[config.mk]
export PLATFORM = sky130hd
export DESIGN_NAME = pwm_dual_ctrl
export DESIGN_NICKNAME = d
export VERILOG_FILES = /design/src/rtl/pwm_dual_pkg.sv /design/src/rtl/pwm_prescaler.sv /design/src/rtl/pwm_chan_core.sv /design/src/rtl/pwm_dual_ctrl.sv
export SDC_FILE = /design/constraint.sdc
export NUM_CORES = 1
export LEC_CHECK = 0
export ABC_AREA = 1
export ABC_CLOCK_PERIOD_IN_PS = 3900
export BUFFER_PORTS_ARGS = -buffer_cell sky130_fd_sc_hd__buf_2
export CAP_MARGIN = 20
export CORE_MARGIN = 8
export CORE_UTILIZATION = 45
export CTS_CLUSTER_DIAMETER = 200
export CTS_CLUSTER_SIZE = 30
export DETAILED_ROUTE_END_ITERATION = 6
export GPL_TIMING_DRIVEN = 0
export PLACE_DENSITY = 0.58
export SKIP_LAST_GASP = 1
export SYNTH_ARGS = -nofsm -noshare
export SYNTH_HDL_FRONTEND = slang
export SYNTH_SLANG_ARGS = --single-unit
[constraint.sdc]
create_clock -name clk -period 3.9 [get_ports clk]
set_input_delay 0.39 -clock clk [delete_from_list [all_inputs] [get_ports clk]]
set_output_delay 0.39 -clock clk [all_outputs]
set_load 0.1 [all_outputs]
[src/rtl/pwm_dual_pkg.sv]
package pwm_dual_pkg;

   localparam int REG_W     = 32;   // register width
   localparam int CW        = 16;   // period / duty field width
   localparam int DIV_W     = 17;   // wide enough for the largest divisor
   localparam int CTL_W     = 7;    // bits used in one channel control field
   localparam int CH_STRIDE = 15;   // control field spacing between channels
   localparam int RDY_BASE  = 28;   // ready flag of channel 0
   localparam int MAX_CH    = 2;
   localparam int PRD_BASE  = 4;
   localparam int PRD_STEP  = 4;

   typedef struct packed {
      logic       gate;
      logic       act_hi;
      logic       en;
      logic [3:0] code;
   } chan_ctl_t;

   function automatic logic [DIV_W-1:0] code_divisor(input logic [3:0] c, input bit byp);
      case (c)
         4'h0:    return DIV_W'(120);
         4'h1:    return DIV_W'(180);
         4'h2:    return DIV_W'(240);
         4'h3:    return DIV_W'(360);
         4'h4:    return DIV_W'(480);
         4'h8:    return DIV_W'(12000);
         4'h9:    return DIV_W'(24000);
         4'hA:    return DIV_W'(36000);
         4'hB:    return DIV_W'(48000);
         4'hC:    return DIV_W'(72000);
         4'hF:    return byp ? DIV_W'(1) : '0;
         default: return '0;
      endcase
   endfunction

endpackage

[src/rtl/pwm_prescaler.sv]
module pwm_prescaler #(
   parameter int DIV_W = 17
) (
   input  logic             clk,
   input  logic             rst_n,
   input  logic             run,
   input  logic [DIV_W-1:0] divisor,
   output logic             tick
);

   logic [DIV_W-1:0] pcnt;
   logic             valid;
   logic             last;

   assign valid = divisor != '0;
   assign last  = pcnt >= (divisor - DIV_W'(1));
   assign tick  = run && valid && last;

   always_ff @(posedge clk) begin
      if (!rst_n) begin
         pcnt <= '0;
      end else if (!run) begin
         pcnt <= '0;
      end else if (valid) begin
         pcnt <= last ? '0 : pcnt + DIV_W'(1);
      end
   end

endmodule

[src/rtl/pwm_chan_core.sv]
module pwm_chan_core #(
   parameter int CW = 16,
   localparam int WW = 2 * CW
) (
   input  logic          clk,
   input  logic          rst_n,
   input  logic          run,
   input  logic          tick,
   input  logic          wr,
   input  logic [WW-1:0] wdata,
   input  logic          act_hi,
   output logic [WW-1:0] shadow,
   output logic          pend,
   output logic [CW-1:0] cnt,
   output logic          out
);

   logic [CW-1:0] live_prd;
   logic [CW-1:0] live_dty;
   logic          wrap;
   logic          boundary;
   logic          active;

   assign wrap     = tick && (cnt >= live_prd);
   assign boundary = !run || wrap;

   always_ff @(posedge clk) begin
      if (!rst_n) begin
         cnt      <= '0;
         live_prd <= '0;
         live_dty <= '0;
         shadow   <= '0;
         pend     <= 1'b0;
      end else begin
         if (!run)
            cnt <= '0;
         else if (tick)
            cnt <= wrap ? '0 : cnt + CW'(1);

         if (boundary && pend) begin
            live_prd <= shadow[WW-1:CW];
            live_dty <= shadow[CW-1:0];
         end

         if (wr) begin
            shadow <= wdata;
            pend   <= 1'b1;
         end else if (boundary) begin
            pend   <= 1'b0;
         end
      end
   end

   assign active = run && (cnt < live_dty);
   assign out    = active ? act_hi : ~act_hi;

endmodule

[src/rtl/pwm_dual_ctrl.sv]
module pwm_dual_ctrl
   import pwm_dual_pkg::*;
#(
   parameter int NCH        = 2,
   parameter int ADDR_W     = 4,
   parameter bit HAS_BYPASS = 1'b1
) (
   input  logic              clk,
   input  logic              rst_n,
   input  logic              bus_sel,
   input  logic              bus_we,
   input  logic [ADDR_W-1:0] bus_addr,
   input  logic [REG_W-1:0]  bus_wdata,
   output logic [REG_W-1:0]  bus_rdata,
   output logic [NCH-1:0]    pwm_out
);

   if (NCH < 1 || NCH > MAX_CH) begin : g_bad_nch
      $error("pwm_dual_ctrl: NCH must be between 1 and %0d", MAX_CH);
   end
   if ((2 ** ADDR_W) <= (PRD_BASE + PRD_STEP * (NCH - 1))) begin : g_bad_aw
      $error("pwm_dual_ctrl: ADDR_W too narrow for the channel registers");
   end

   chan_ctl_t          ctl_q [NCH];
   logic               ctl_hit;
   logic [NCH-1:0]     prd_hit;
   logic [NCH-1:0]     run_v;
   logic [NCH-1:0]     act_v;
   logic [NCH-1:0]     pend_v;
   logic [NCH-1:0]     wr_v;
   logic [NCH-1:0]     bad_v;
   logic [NCH*CW-1:0]  cnt_f;
   logic [REG_W-1:0]   shadow_w [NCH];

   assign ctl_hit = bus_addr == '0;

   always_ff @(posedge clk) begin
      if (!rst_n) begin
         for (int n = 0; n < NCH; n++) ctl_q[n] <= '0;
      end else if (bus_sel && bus_we && ctl_hit) begin
         for (int n = 0; n < NCH; n++)
            ctl_q[n] <= chan_ctl_t'(bus_wdata[n*CH_STRIDE +: CTL_W]);
      end
   end

   for (genvar n = 0; n < NCH; n++) begin : g_ch
      logic [DIV_W-1:0] div_n;
      logic             tick_n;

      assign prd_hit[n] = bus_addr == ADDR_W'(PRD_BASE + PRD_STEP * n);
      assign wr_v[n]    = bus_sel && bus_we && prd_hit[n];
      assign div_n      = code_divisor(ctl_q[n].code, HAS_BYPASS);
      assign run_v[n]   = ctl_q[n].en && ctl_q[n].gate;
      assign act_v[n]   = ctl_q[n].act_hi;
      assign bad_v[n]   = div_n == '0;

      pwm_prescaler #(.DIV_W(DIV_W)) u_pre (
         .clk     (clk),
         .rst_n   (rst_n),
         .run     (run_v[n]),
         .divisor (div_n),
         .tick    (tick_n)
      );

      pwm_chan_core #(.CW(CW)) u_core (
         .clk    (clk),
         .rst_n  (rst_n),
         .run    (run_v[n]),
         .tick   (tick_n),
         .wr     (wr_v[n]),
         .wdata  (bus_wdata),
         .act_hi (act_v[n]),
         .shadow (shadow_w[n]),
         .pend   (pend_v[n]),
         .cnt    (cnt_f[n*CW +: CW]),
         .out    (pwm_out[n])
      );
   end

   always_comb begin
      bus_rdata = '0;
      if (ctl_hit) begin
         for (int n = 0; n < NCH; n++) begin
            bus_rdata[n*CH_STRIDE +: CTL_W] = ctl_q[n];
            bus_rdata[RDY_BASE + n]         = pend_v[n];
         end
      end
      for (int n = 0; n < NCH; n++)
         if (prd_hit[n]) bus_rdata = shadow_w[n];
   end

endmodule

==> results.tsv <==
stage	metric	value	unit
run_status	status	completed	
worst_setup_path	r2r-end	g_ch[0].u_core.live_prd[3]	
synth	avgSynthCellArea	6.916	sq um
worst_setup_path	cp-start-kind	flop	
sta	fin_skew	18.30	ps
synth	ys_types	42	
route	drc	0	
route	vias	11952	
floorplanning	io_pins	74	
worst_setup_path	path_max_fanout	10	
floorplanning	fp-row-count	61	
route	met3_length	1.591	mm
cts	cts_buffer_depth	3	
worst_setup_path	crit_top_cell	nand2_1	
cts	cts_tree	yes	
worst_setup_path	path_class	reg2reg	
sta	min_period	3593	ps
finish	fillers	2901	
route	top_layer_used	met4	
worst_setup_path	endpoint	g_ch[0].u_core.live_prd[3]	
sta	tightest_slew	916.3	ps
worst_setup_path	cp.required	4290	ps
floorplanning	die_height	183.8	um
cts	htree_levels	1	
cts	cts_root_buffer	clkbuf_16	
floorplanning	core	27780	sq um
floorplanning	initial_core_util	45.58	%
worst_setup_path	cp_num_cells	27	
route	met2_length	18.10	mm
finish	drive_above_1_share	8.066	%
worst_setup_path	arrival	3990	ps
synth	seq_area_frac_synth	34.30	%
sta	worst_hold_slack	203.5	ps
route	drtIter0Drc	784	
worst_setup_path	crit_buf_inv	6	
route	post_drt_wl_per_cell	16.30	um
power_and_ir_drop	peakVddDrop	0.2613	mV
cts	clkSinkCount	210	
power_and_ir_drop	power_density	282.8	nW/um^2
worst_setup_path	critical_path.endpoint_type	flop	
sta	final_max_slew_viol_count	0	
global_route	grt_max_degree	32	
synth	synth_nets	1983	
synth	ys_async_sr_fraction	0	%
place	dpl_cell_area	13510	sq um
worst_setup_path	cp_top_family	simple AND/OR/NAND/NOR gates	
sta	finalSetupViolCount	0	
finish	finish.utilization	50.30	%
synth	ys.flop_type	dfxtp_1	
finish	areaGrowthSynthToFinish	10.36	%
synth	synth-seq-cells	210	
global_route	grt_pass1_wl	59.10	mm
synth	synth_area_leaders	dfxtp_1 31%, ha_1 11%, nand2_1 10%, a21oi_1 8.9%, inv_1 7.5%	
worst_setup_path	rr_startpoint	ctl_q[0][0]	
sta	slew_headroom	38.90	%
route	wirelength	37.68	mm
synth	synth_largest_area_cell	dfxtp_1	
route	firstDrtPassIters	5	
floorplanning	die_area	33760	sq um
place	gp_congestion	0.9092	
worst_setup_path	ff2ff_setup_slack	310	ps
global_route	grt_use_total	21.73	%
global_route	grt_overflow	0	
floorplanning	fp.dieW	183.8	um
finish	nNetsFinal	2082	
place	portBuffers	73	
job	cap_violations	0	
cts	numCtsBuffers	10	
cts	ctsHoldBuffers	0	
route	avgViaCountPerCell	5.170	
worst_setup_path	max_stage_delay	400	ps
route	wl_met1	16.95	mm
finish	num_antenna_cells	0	
synth	ys.warnings.count	0	
worst_hold_path	hp-class	in2reg	
worst_setup_path	worstRegToRegCells	27	
worst_setup_path	slowest_stage	edfxtp_1	
route	ant_nets	0	
power_and_ir_drop	leakage	0.005791	uW
synth	syn_area	12660	sq um
finish	final-seq-area	4344	sq um
finish	multi_input_comb_area	6997	sq um
global_route	grt_pass1_vias	11068	
sta	hold_violations	0	
finish	final_cell_area	13970	sq um
synth	synth_edf_count	14	
sta	fin_crit_sh	92.12	%
cts	clk_latency	490	ps
cts	clk_pin_slew_worst_paths	120	ps
global_route	antenna_found_initial	0	
synth	synth_top_cell_area_share	30.99	%
sta	timing.fmax	278.3	MHz
power_and_ir_drop	total_power	3952	uW
place	hpwl	30.09	mm
worst_setup_path	startpoint	ctl_q[0][0]	
synth	syn_inst	1831	
worst_hold_path	whs_path_depth	3	
-- sequential cells by signal, summed over array words and instances (netlist names) --
register              count
g_ch.u_core.pend          2
g_ch.u_core.live_dty     32
g_ch.u_core.live_prd     32
g_ch.u_core.cnt          32
ctl_q                    14
g_ch.u_core.shadow       64
g_ch.u_pre.pcnt          34
-- cells by family (layout without fill, tap and decap cells) --
family	count (synthesis)	in the layout	share of synthesized area, %
AND/OR/NAND/NOR	756	756	25.44
AO/OA/AOI/OAI	371	371	15.51
buffers and inverters	342	445	10.91
flip-flops	210	210	34.30
adder cells (fa/ha/maj)	112	112	11.07
XOR/XNOR	40	40	2.767
-- report_power, final --
group          total [uW]  switching, uW  internal [uW]
Sequential           2210           15.6           2190
Clock                1260            728            531
Combinational         487            333            153
-- worst register-to-register path, delay by kind of cell, from the launching register on --
family | cells | cell delay (ps)
AOI/OAI and AO/OA | 3 | 320
adders and majority gates | 2 | 520
buffers and inverters | 6 | 850
DFF | 1 | 400
and+or+nand+nor | 16 | 1430
-- cells in the final DEF (no fill, tap or decap), types with 10 or more instances in the layout --
master	synthesis	layout
edfxtp_1	14	14
inv_2	8	10
clkbuf_16	0	11
nand4_1	20	20
o21ai_0	95	93
o221ai_1	10	10
nor2_1	190	185
xor2_1	33	33
a21oi_1	226	226
nor3_1	26	25
buf_4	5	22
clkbuf_1	47	52
nand3_1	133	132
ha_1	112	112
dfxtp_1	196	196
nand3b_1	17	17
buf_6	9	10
buf_2	9	79
inv_1	254	252
nand2_1	351	348
o22ai_1	17	17
-- final cells by class --
type,instances,area share (%)
Timing Repair Buffer,88,3.402
Inverter,263,7.064
Multi-Input combinational cell,1279,50.07
Clock buffer,16,2.104
Tap cell,378,3.384
Sequential cell,210,31.09
Buffer,78,2.892
-- metrics by stage --
step | setup TNS, ps | std cells | setup slack [ps]
after CTS | -22.76 | 2303 | -9.952
final | 0 | 2312 | 307.1
after global placement | -34280 | 2282 | -746.3
after detailed placement | -27680 | 2283 | -374.4
after floorplan | 0 | 1831 | 469.9
after global routing | -46.60 | 2312 | -14.51
-- synth_stat cells (2+ instances only) --
cell,instances
a21oi_1,226
nand4_1,20
nor2_2,4
nand3b_1,17
and3_1,3
nor4_1,4
o22ai_1,17
buf_2,9
buf_4,5
nand2_1,351
o211ai_1,7
edfxtp_1,14
buf_6,9
dfxtp_1,196
xor2_1,33
buf_1,9
inv_2,8
o21ai_1,5
nor2_1,190
ha_1,112
nand2_2,2
nor3_1,26
a21o_1,5
nand3_1,133
inv_1,254
o21ai_0,95
o221ai_1,10
xnor2_1,7
clkbuf_1,47
-- layer usage --
| layer | up-vias | global-route usage, % |
|---|---|---|
| met5 | - | 0 |
| met4 | 0 | 6.002 |
| met3 | 54 | 2.688 |
| met2 | 225 | 37.85 |
| met1 | 5499 | 27.87 |
| li1 | 6174 | - |
-- worst min-delay path by stage --
stage | startpoint | endpoint | slack (ps)
6_report | bus_wdata[13] | g_ch[0].u_core.shadow[13] | 200
5_1_grt | bus_wdata[26] | g_ch[0].u_core.shadow[26] | 200
4_1_cts | bus_wdata[26] | g_ch[0].u_core.shadow[26] | 190
3_5_place_dp | g_ch[0].u_core.live_dty[11] | g_ch[0].u_core.live_dty[11] | 470
3_3_place_gp | g_ch[0].u_core.live_dty[11] | g_ch[0].u_core.live_dty[11] | 460
2_1_floorplan | g_ch[1].u_core.shadow[19] | g_ch[1].u_core.shadow[19] | 440
-- what timing repair did --
item | CTS | global route
pin swaps | 2 | 3
resized for setup | 6 | 20
gates cloned | 0 | 1
endpoints found under the setup margin | 117 | 111
buffers inserted | 5 | 8
Power figures use the tool's default switching activity.
